--- config.mk ---
export PLATFORM = sky130hd
export DESIGN_NAME = swallow_ctrl
export DESIGN_NICKNAME = d
export VERILOG_FILES = /design/src/rtl/swc_pkg.sv /design/src/rtl/swc_cfg_sanitize.sv /design/src/rtl/swc_downcnt.sv /design/src/rtl/swc_fsm.sv /design/src/rtl/swallow_ctrl.sv
export SDC_FILE = /design/constraint.sdc
export NUM_CORES = 1
export LEC_CHECK = 0
export ABC_AREA = 1
export BUFFER_PORTS_ARGS = -buffer_cell sky130_fd_sc_hd__buf_2
export CAP_MARGIN = 20
export CORE_UTILIZATION = 25
export DETAILED_ROUTE_END_ITERATION = 12
export PLACE_DENSITY_LB_ADDON = 0.15
export REMOVE_ABC_BUFFERS = 1
export SETUP_SLACK_MARGIN = 0.05
export SYNTH_ARGS = -nofsm -noshare
export SYNTH_HDL_FRONTEND = slang
export SYNTH_SLANG_ARGS = --single-unit
--- constraint.sdc ---
create_clock -name clk -period 4.3 [get_ports clk]
set_input_delay 0.215 -clock clk [delete_from_list [all_inputs] [get_ports clk]]
set_output_delay 0.215 -clock clk [all_outputs]
set_load 0.01 [all_outputs]
--- src/rtl/swc_pkg.sv ---
package swc_pkg;

    // Modulus state of the controller
    typedef enum logic [0:0] {
        ST_SWALLOW = 1'b0,  // prescaler set to divide-by-65
        ST_STEADY  = 1'b1   // prescaler set to divide-by-64
    } swc_state_t;

endpackage

--- src/rtl/swc_cfg_sanitize.sv ---
// Turns the programmed pair into legal effective values and flags misuse.
module swc_cfg_sanitize #(
    parameter int N_W = 12,
    parameter int A_W = 6
) (
    input  logic [N_W-1:0] n_prog,
    input  logic [A_W-1:0] a_prog,
    output logic [N_W-1:0] n_reload,   // effective N minus one
    output logic [A_W-1:0] a_reload,   // effective A
    output logic           err_now
);
    localparam logic [N_W-1:0] ONE_N = {{(N_W-1){1'b0}}, 1'b1};

    logic [N_W-1:0] n_eff;
    logic [N_W-1:0] a_ext;
    logic [N_W-1:0] a_clip;

    always_comb begin
        n_eff   = (n_prog == '0) ? ONE_N : n_prog;
        a_ext   = N_W'(a_prog);
        err_now = (n_prog == '0) || (a_ext >= n_prog);
        a_clip  = (a_ext >= n_eff) ? (n_eff - ONE_N) : a_ext;
        n_reload = n_eff - ONE_N;
        a_reload = a_clip[A_W-1:0];
    end
endmodule

--- src/rtl/swc_downcnt.sv ---
// Loadable down counter, shared by the main and swallow counters.
module swc_downcnt #(
    parameter int W = 8
) (
    input  logic         clk,
    input  logic         load,
    input  logic [W-1:0] load_val,
    input  logic         dec,
    output logic [W-1:0] cnt,
    output logic         is_zero,
    output logic         is_one
);
    localparam logic [W-1:0] ONE_W = {{(W-1){1'b0}}, 1'b1};

    always_ff @(posedge clk) begin
        if (load)
            cnt <= load_val;
        else if (dec && cnt != '0)
            cnt <= cnt - ONE_W;
    end

    assign is_zero = (cnt == '0);
    assign is_one  = (cnt == ONE_W);
endmodule

--- src/rtl/swc_fsm.sv ---
// Two-state modulus machine: ST_SWALLOW -> ST_STEADY on HALT, either on RELOAD.
module swc_fsm
    import swc_pkg::*;
(
    input  logic clk,
    input  logic rst,
    input  logic n_zero,       // last period of the cycle
    input  logic a_one,        // last swallowed period
    input  logic a_reload_nz,  // effective A nonzero
    output logic load,
    output logic a_dec,
    output logic n_dec,
    output logic mod65,
    output logic div_pulse
);
    swc_state_t state_q, state_d;

    always_comb begin
        load  = rst || n_zero;
        n_dec = !load;
        a_dec = !load && (state_q == ST_SWALLOW);
        state_d = state_q;
        if (load)
            state_d = a_reload_nz ? ST_SWALLOW : ST_STEADY;   // RELOAD
        else begin
            unique case (state_q)
                ST_SWALLOW: if (a_one) state_d = ST_STEADY;   // HALT
                ST_STEADY:  state_d = ST_STEADY;
                default:    state_d = ST_STEADY;
            endcase
        end
    end

    // State register
    always_ff @(posedge clk) begin
        state_q <= state_d;
    end

    // Outputs
    always_comb begin
        unique case (state_q)
            ST_SWALLOW: mod65 = 1'b1;
            ST_STEADY:  mod65 = 1'b0;
            default:    mod65 = 1'b0;
        endcase
        div_pulse = n_zero;
    end
endmodule

--- src/rtl/swallow_ctrl.sv ---
module swallow_ctrl #(
    parameter int N_W = 12,
    parameter int A_W = 6
) (
    input  logic           clk,
    input  logic           rst,
    input  logic [N_W-1:0] n_prog,
    input  logic [A_W-1:0] a_prog,
    output logic           mod65,
    output logic           div_pulse,
    output logic           cfg_err
);
    logic [N_W-1:0] n_reload;
    logic [A_W-1:0] a_reload;
    logic           err_now;
    logic [N_W-1:0] n_cnt;
    logic [A_W-1:0] a_cnt;
    logic           n_zero, n_one, a_zero, a_one;
    logic           load, a_dec, n_dec;

    swc_cfg_sanitize #(.N_W(N_W), .A_W(A_W)) cfg_i (
        .n_prog(n_prog), .a_prog(a_prog),
        .n_reload(n_reload), .a_reload(a_reload), .err_now(err_now)
    );

    swc_downcnt #(.W(N_W)) ncnt_i (
        .clk(clk), .load(load), .load_val(n_reload), .dec(n_dec),
        .cnt(n_cnt), .is_zero(n_zero), .is_one(n_one)
    );

    swc_downcnt #(.W(A_W)) acnt_i (
        .clk(clk), .load(load), .load_val(a_reload), .dec(a_dec),
        .cnt(a_cnt), .is_zero(a_zero), .is_one(a_one)
    );

    swc_fsm fsm_i (
        .clk(clk), .rst(rst), .n_zero(n_zero), .a_one(a_one),
        .a_reload_nz(a_reload != '0), .load(load), .a_dec(a_dec),
        .n_dec(n_dec), .mod65(mod65), .div_pulse(div_pulse)
    );

    // Error flag follows the pair captured at each load
    always_ff @(posedge clk) begin
        if (load) cfg_err <= err_now;
    end
endmodule

==> reports/results.tsv, run 1 <==
metric	value	unit
run_status	complete, no violations	
die-area	8010	sq um
globalRouteOverflowTotal	0	
drc_violation_total_after_the_first_tritonroute_iteration	59	
clockBufferDepth	2	
gpl.final_weighted_congestion	0.763	
ios	23	
required	4.30	ns
detail_route.first_pass.iterations	4	
synth_sequential_area_ratio	30.8	%
ir_drop	0.0000690	V
design_area	2200	sq um
cap_viol_max_count	0	
tritoncts	done	
cts-buffers-inserted	3	
finish.net_count	330	
grt_pass1_wl	7020	um
detailroute.via_count	1640	
clock_sinks	20	
endpoint_kind	register	
route.detailed.drc	0	
fin_crit_sh	55.4	%
busiest_layer	met2	
drt-total-wl	4200	um
placement_rows	31	
timing.critical_path.fanout_max	21	
postCtsHoldBufs	0	
slew_violations	0	
globalRouteMet2Util	17.8	%
dp.cells	387	
timing.final.hold_violations	0	
post_synth_instance_area	1910	sq um
number_of_global_route_vias_before_repair	1548	
port_buffer_count	22	
cellLeakagePower	1.07	nW
die-height	89.5	um
worst-endpoint-arrival	2.38	ns
achievable-frequency	420	MHz
setup_viol_count_final	0	
synth.avg_cell_area	7.42	sq um
post_cts_buffers	0	
cts_max_level	1	
worstSetupPathType	register to register	
overall_die_width	89.5	um
grt_max_degree	22	
setup_tns	0	ns
detail_route.vias_per_cell	4.19	
whs	0.333	ns
grt.met3_usage	1.11	%
post_drt_wl_per_cell	10.7	um
yosysWarnings	0	
detailedPlacementHpwl	3550	um
core_area	7330	sq um
grt_setup_unrepaired	false	
synthCells	258	
yosys.cell_types.count	31	
num_antenna_cells	0	
ctsResizeCount	0	
start_util	26.1	%
cellPowerDensity	237	nW/um^2
final_util	30.0	%
clock_insertion_delay_worst_skew	0.25	ns
track_usage	11.5	%
fin_skew	0.00367	ns
grt_util_met1	16.7	%
final_std_cells_w_o_fill	391	
clk_pin_slew	0.08	ns
antenna_found_initial	0	
postSynthRegisterBits	20	
area_growth	15.0	%
worst_setup_path_start_kind	register	
total_placed_instance_area	2160	sq um
worstHoldPathType	input port to register	
drive_above_1_share	15.1	%
period_minus_slack	2.38	ns
clock-root-buffer	sky130_fd_sc_hd__clkbuf_8	
detail-route-antenna-nets	0	
==> stage by stage <==
| stage | setup WS [ns] | power [mW] |
|---|---|---|
| detailed placement | 1.91 | 0.402 |
| floorplan | 2.31 | 0.358 |
| CTS | 1.89 | 0.530 |
| global route | 1.70 | 0.563 |
| finish | 1.92 | 0.522 |
| global placement | 1.90 | 0.404 |
==> placed cells by master (no fill, tap or decap), drive strengths merged <==
master	instances
xnor2	1
inv	46
buf	22
clkinv	1
a31oi	5
conb	12
or2	1
nand2	61
ha	17
nor2	28
o311ai	1
a21boi	1
clkbuf	3
nand3	18
o21ai	20
nand4	7
nor3	7
dfxtp	1
a21oi	7
edfxtp	19
xor2	13
a21o	1
==> final cells by class <==
| type | instances | area [sq um] |
|---|---|---|
| well taps | 99 | 124 |
| fillers | 795 | 5130 |
| repair buffers | 22 | 110 |
| clock buffers | 3 | 41.3 |
| multi-input cells | 200 | 1160 |
| clock inverters | 1 | 3.75 |
| inverters | 46 | 173 |
| flip-flops and latches | 20 | 591 |
==> flip-flops by register name, indices dropped and copies added (netlist names) <==
register / flops
cfg_err: 1
ncnt_i.cnt: 12
fsm_i.state_q: 1
acnt_i.cnt: 6
==> cell families (layout without fill, tap and decap cells) <==
family	after synthesis	count (layout)	share of synthesized area (%)
buffers and inverters	49	72	10.8
flip-flops	20	20	30.8
AND/OR/NAND/NOR	122	122	29.7
AO/OA/AOI/OAI	35	35	10.9
adder cells (fa/ha/maj)	17	17	11.1
other	1	12	0.196
XOR/XNOR	14	14	6.41
==> metal layers <==
layer	wire length (um)	vias up
met1	2240	720
met2	1840	21
met3	78	2
met4	40	0
met5	0	-
li1	-	897
==> cells in the mapped netlist (all sizes together) <==
library cell   n  area [sq um]
xnor2          1          8.76
buf            3          33.8
xor2          13           114
nor2          28           113
ha            17           213
a21boi         1          7.51
o311ai         1          8.76
a21oi          7          35.0
inv           46           173
a31oi          5          31.3
nand2         61           241
o21ai         20           119
edfxtp        19           571
nor3           7          40.0
conb           1          3.75
or2            1          6.26
a21o           1          7.51
nand4          7          43.8
nand3         18           125
dfxtp          1          20.0
==> power by group <==
group	switching [mW]	internal (mW)
Combinational	0.0864	0.0541
Sequential	0.0148	0.241
Clock	0.0619	0.0635
==> worst paths after layout <==
kind / from / slack (ns) / to / depth (start not counted)
max: ncnt_i.cnt[0] / 1.92 / ncnt_i.cnt[8] / 11
min: n_prog[11] / 0.33 / ncnt_i.cnt[11] / 3
max reg2reg: ncnt_i.cnt[0] / 1.92 / ncnt_i.cnt[8] / 11
min reg2reg: fsm_i.state_q / 0.54 / fsm_i.state_q / 4
==> critical path: stages, from the launching register on <==
cell	delay (ns)
sky130_fd_sc_hd__edfxtp_1	0.39
sky130_fd_sc_hd__inv_1	0.10
sky130_fd_sc_hd__ha_1	0.21
sky130_fd_sc_hd__nand2_1	0.09
sky130_fd_sc_hd__nor3_2	0.16
sky130_fd_sc_hd__nand2_2	0.11
sky130_fd_sc_hd__nor2_2	0.13
sky130_fd_sc_hd__nand3_2	0.11
sky130_fd_sc_hd__nand2_4	0.22
sky130_fd_sc_hd__inv_2	0.21
sky130_fd_sc_hd__nor3_1	0.31
sky130_fd_sc_hd__a21oi_1	0.07
Power figures use the tool's default switching activity.
==> inputs of run 2 (changes only) <==
--- a/config.mk
+++ b/config.mk
@@ -5,7 +5,7 @@
 export SDC_FILE = /design/constraint.sdc
 export NUM_CORES = 1
 export LEC_CHECK = 0
-export ABC_AREA = 1
+export ABC_AREA = 0
 export BUFFER_PORTS_ARGS = -buffer_cell sky130_fd_sc_hd__buf_2
 export CAP_MARGIN = 20
 export CORE_UTILIZATION = 25
==> constraint.sdc (replaced) <==
create_clock -name clk -period 2.2 [get_ports clk]
set_input_delay 0.11 -clock clk [delete_from_list [all_inputs] [get_ports clk]]
set_output_delay 0.11 -clock clk [all_outputs]
set_load 0.01 [all_outputs]
==> reports/results.tsv, run 2 <==
metric	value	unit
run_status	complete, no violations	
largest-register	ncnt_i.cnt	
detail_route.first_pass.iterations	4	
grt_max_degree	18	
post_drt_wl_per_cell	13.5	um
clk_pin_slew	0.08	ns
synthCells	191	
grt_pass1_wl	7470	um
worstSetupPathType	input port to register	
post_synth_instance_area	1760	sq um
core_area	6790	sq um
die-area	7360	sq um
route.detailed.drc	0	
synth_top_cells_by_count	sky130_fd_sc_hd__edfxtp_1 (19), sky130_fd_sc_hd__inv_1 (19), sky130_fd_sc_hd__ha_1 (17), sky130_fd_sc_hd__nor2_1 (17), sky130_fd_sc_hd__nand2_1 (15)	
postSynthRegisterBits	20	
final_util	32.5	%
die-height	85.8	um
detail-route-antenna-nets	0	
cts_max_level	1	
timing.final.hold_violations	0	
clockBufferDepth	2	
area_share_of_the_leading_cell_type_in_the_synthesized_netlist	32.5	%
grt_setup_unrepaired	false	
worst-endpoint-arrival	2.02	ns
register_area	591	sq um
clock_power_share	23.1	%
fin_skew	0.00122	ns
ys.flop_type	sky130_fd_sc_hd__edfxtp_1	
required	2.20	ns
layout_commonest_cell	sky130_fd_sc_hd__buf_2	
yosysWarnings	0	
r2r_start	ncnt_i.cnt[2]	
cellLeakagePower	0.900	nW
reg2reg_setup_slack	0.19	ns
endpoint_kind	register	
ios	23	
clock_insertion_delay_worst_skew	0.26	ns
cap_viol_max_count	0	
r2r-end	ncnt_i.cnt[5]	
synth.avg_cell_area	9.19	sq um
yosys.cell_types.count	44	
period_minus_slack	2.03	ns
ir_drop	0.000154	V
worstSetupEndpoint	acnt_i.cnt[4]	
num_antenna_cells	0	
largest_register_ffs	12	
track_usage	13.1	%
number_of_global_route_vias_before_repair	1560	
drc_violation_total_after_the_first_tritonroute_iteration	116	
worstHoldPathType	input port to register	
start_util	25.8	%
switching_share	31.8	%
setup_viol_count_final	0	
antenna_found_initial	0	
synth_sequential_area_ratio	33.6	%
synth-async-reset-ratio	0	%
drt-total-wl	4560	um
cellPowerDensity	492	nW/um^2
timing.critical_path.fanout_max	8	
detailroute.via_count	1564	
drive_above_1_share	22.6	%
crit_path_start	n_prog[6]	
share_of_power_burned_in_combinational_logic	28.3	%
total_switching_power	346	uW
slew_violations	0	
p_int	743	uW
placement_rows	30	
netlist.top_cell.by_area	sky130_fd_sc_hd__edfxtp_1	
overall_die_width	85.8	um
clock-root-buffer	sky130_fd_sc_hd__clkbuf_8	
fin_crit_sh	92.1	%
clock_sinks	20	
tritoncts	done	
multi_input_comb_area	1130	sq um
largestRegisters	ncnt_i.cnt: 12 flops, acnt_i.cnt: 6 flops	
port_buffer_count	22	
cts-buffers-inserted	3	
gpl.final_weighted_congestion	0.814	
synth.top_cells.by_area	sky130_fd_sc_hd__edfxtp_1 (33%), sky130_fd_sc_hd__ha_1 (12%), sky130_fd_sc_hd__xnor2_1 (6.5%)	
worst_setup_path_start_kind	input port	
globalRouteOverflowTotal	0	
finish.net_count	281	
power	1.09	mW
whs	0.231	ns
detail_route.vias_per_cell	4.61	
final_layout_fill_cell_count	716	
achievable-frequency	494	MHz
post_cts_buffers	0	
seqPwrFrac	48.6	%
area_growth	25.9	%
final_cell_mix	sky130_fd_sc_hd__buf_2 (22), sky130_fd_sc_hd__inv_1 (19), sky130_fd_sc_hd__edfxtp_1 (19), sky130_fd_sc_hd__buf_4 (19)	
r2r_cells	5	
synth-edff-count	19	
detailedPlacementHpwl	3780	um
==> run 2: changes by cell type after synthesis, sizes merged, moves of 3 or more <==
cell	delta
nand2	-46
nor2	-11
mux2i	+7
xnor2	+12
a41oi	+3
nor4	+7
a21oi	+3
inv	-27
o21ai	-14
xor2	-7
nand3	-8
o221ai	+3
nand4	-7
==> run 2: timing repair <==
action	CTS	global route
hold buffers	0	0
setup endpoints to repair	0	7
gates resized for setup	0	3
endpoints found under the hold margin	0	0
==> run 2: stage by stage <==
step | TNS, ns | setup slack [ns] | cell area, sq um | std cells
after floorplan | -3.58 | -0.347 | 1770 | 198
after global placement | -1.26 | -0.190 | 2150 | 335
after detailed placement | -1.59 | -0.227 | 2150 | 335
after CTS | 0 | 0.0560 | 2190 | 339
after global routing | 0 | 0.0915 | 2210 | 339
final | 0 | 0.174 | 2210 | 339
==> run 2: final cells by class <==
class	instances	share of cell area, %
clock buffer	3	1.87
clock inverter	1	0.170
inverter	20	3.40
multi-input combinational	158	51.0
sequential	20	26.7
tap	96	5.43
timing repair buffer	41	11.4
==> run 2: cell families (layout without fill, tap and decap cells) <==
| logic type | after synthesis | count (layout) | share of synthesized area, % |
|---|---|---|---|
| and+or+nand+nor | 65 | 65 | 19.7 |
| AOI/OAI and AO/OA | 38 | 38 | 15.2 |
| buffers and inverters | 24 | 65 | 5.63 |
| DFF | 20 | 20 | 33.6 |
| xor gates and xnor gates | 19 | 19 | 9.48 |
| adders and majority gates | 17 | 17 | 12.1 |
| muxes | 7 | 7 | 3.99 |
| other | 1 | 12 | 0.214 |
==> run 2: worst min path at each step <==
stage | startpoint | endpoint | slack [ns] | cells after the start
final | rst | ncnt_i.cnt[8] | 0.23 | 3
after global routing | rst | ncnt_i.cnt[8] | 0.27 | 3
after CTS | rst | ncnt_i.cnt[8] | 0.23 | 3
after detailed placement | rst | ncnt_i.cnt[8] | 0.51 | 3
after global placement | cfg_err | cfg_err | 0.53 | 1
after floorplan | rst | ncnt_i.cnt[8] | 0.34 | 2
==> run 2: per-layer routing <==
metal	global-route usage [%]	share of wire (%)	up-vias
li1	-	-	793
met1	18.0	53	740
met4	3.79	0.77	0
met5	0	0	-
met2	21.3	43	29
met3	2.12	3.6	2
==> run 2: critical path, stage by stage <==
cell and delay (ns):
sky130_fd_sc_hd__buf_2 0.11, sky130_fd_sc_hd__or4_4 0.54, sky130_fd_sc_hd__nor3_4 0.20, sky130_fd_sc_hd__a21oi_1 0.12
sky130_fd_sc_hd__inv_1 0.07, sky130_fd_sc_hd__ha_1 0.14, sky130_fd_sc_hd__nor2b_1 0.04, sky130_fd_sc_hd__o211ai_1 0.27
sky130_fd_sc_hd__a21oi_4 0.15, sky130_fd_sc_hd__nand3_1 0.13, sky130_fd_sc_hd__o221ai_1 0.12
==> run 2: power by group through the flow <==
stage | Sequential [mW] | Clock (mW) | Combinational [mW]
2_1_floorplan | 0.526 | 0 | 0.193
3_3_place_gp | 0.537 | 0 | 0.302
3_5_place_dp | 0.537 | 0 | 0.301
4_1_cts | 0.528 | 0.258 | 0.305
5_1_grt | 0.535 | 0.276 | 0.346
6_report | 0.529 | 0.252 | 0.308
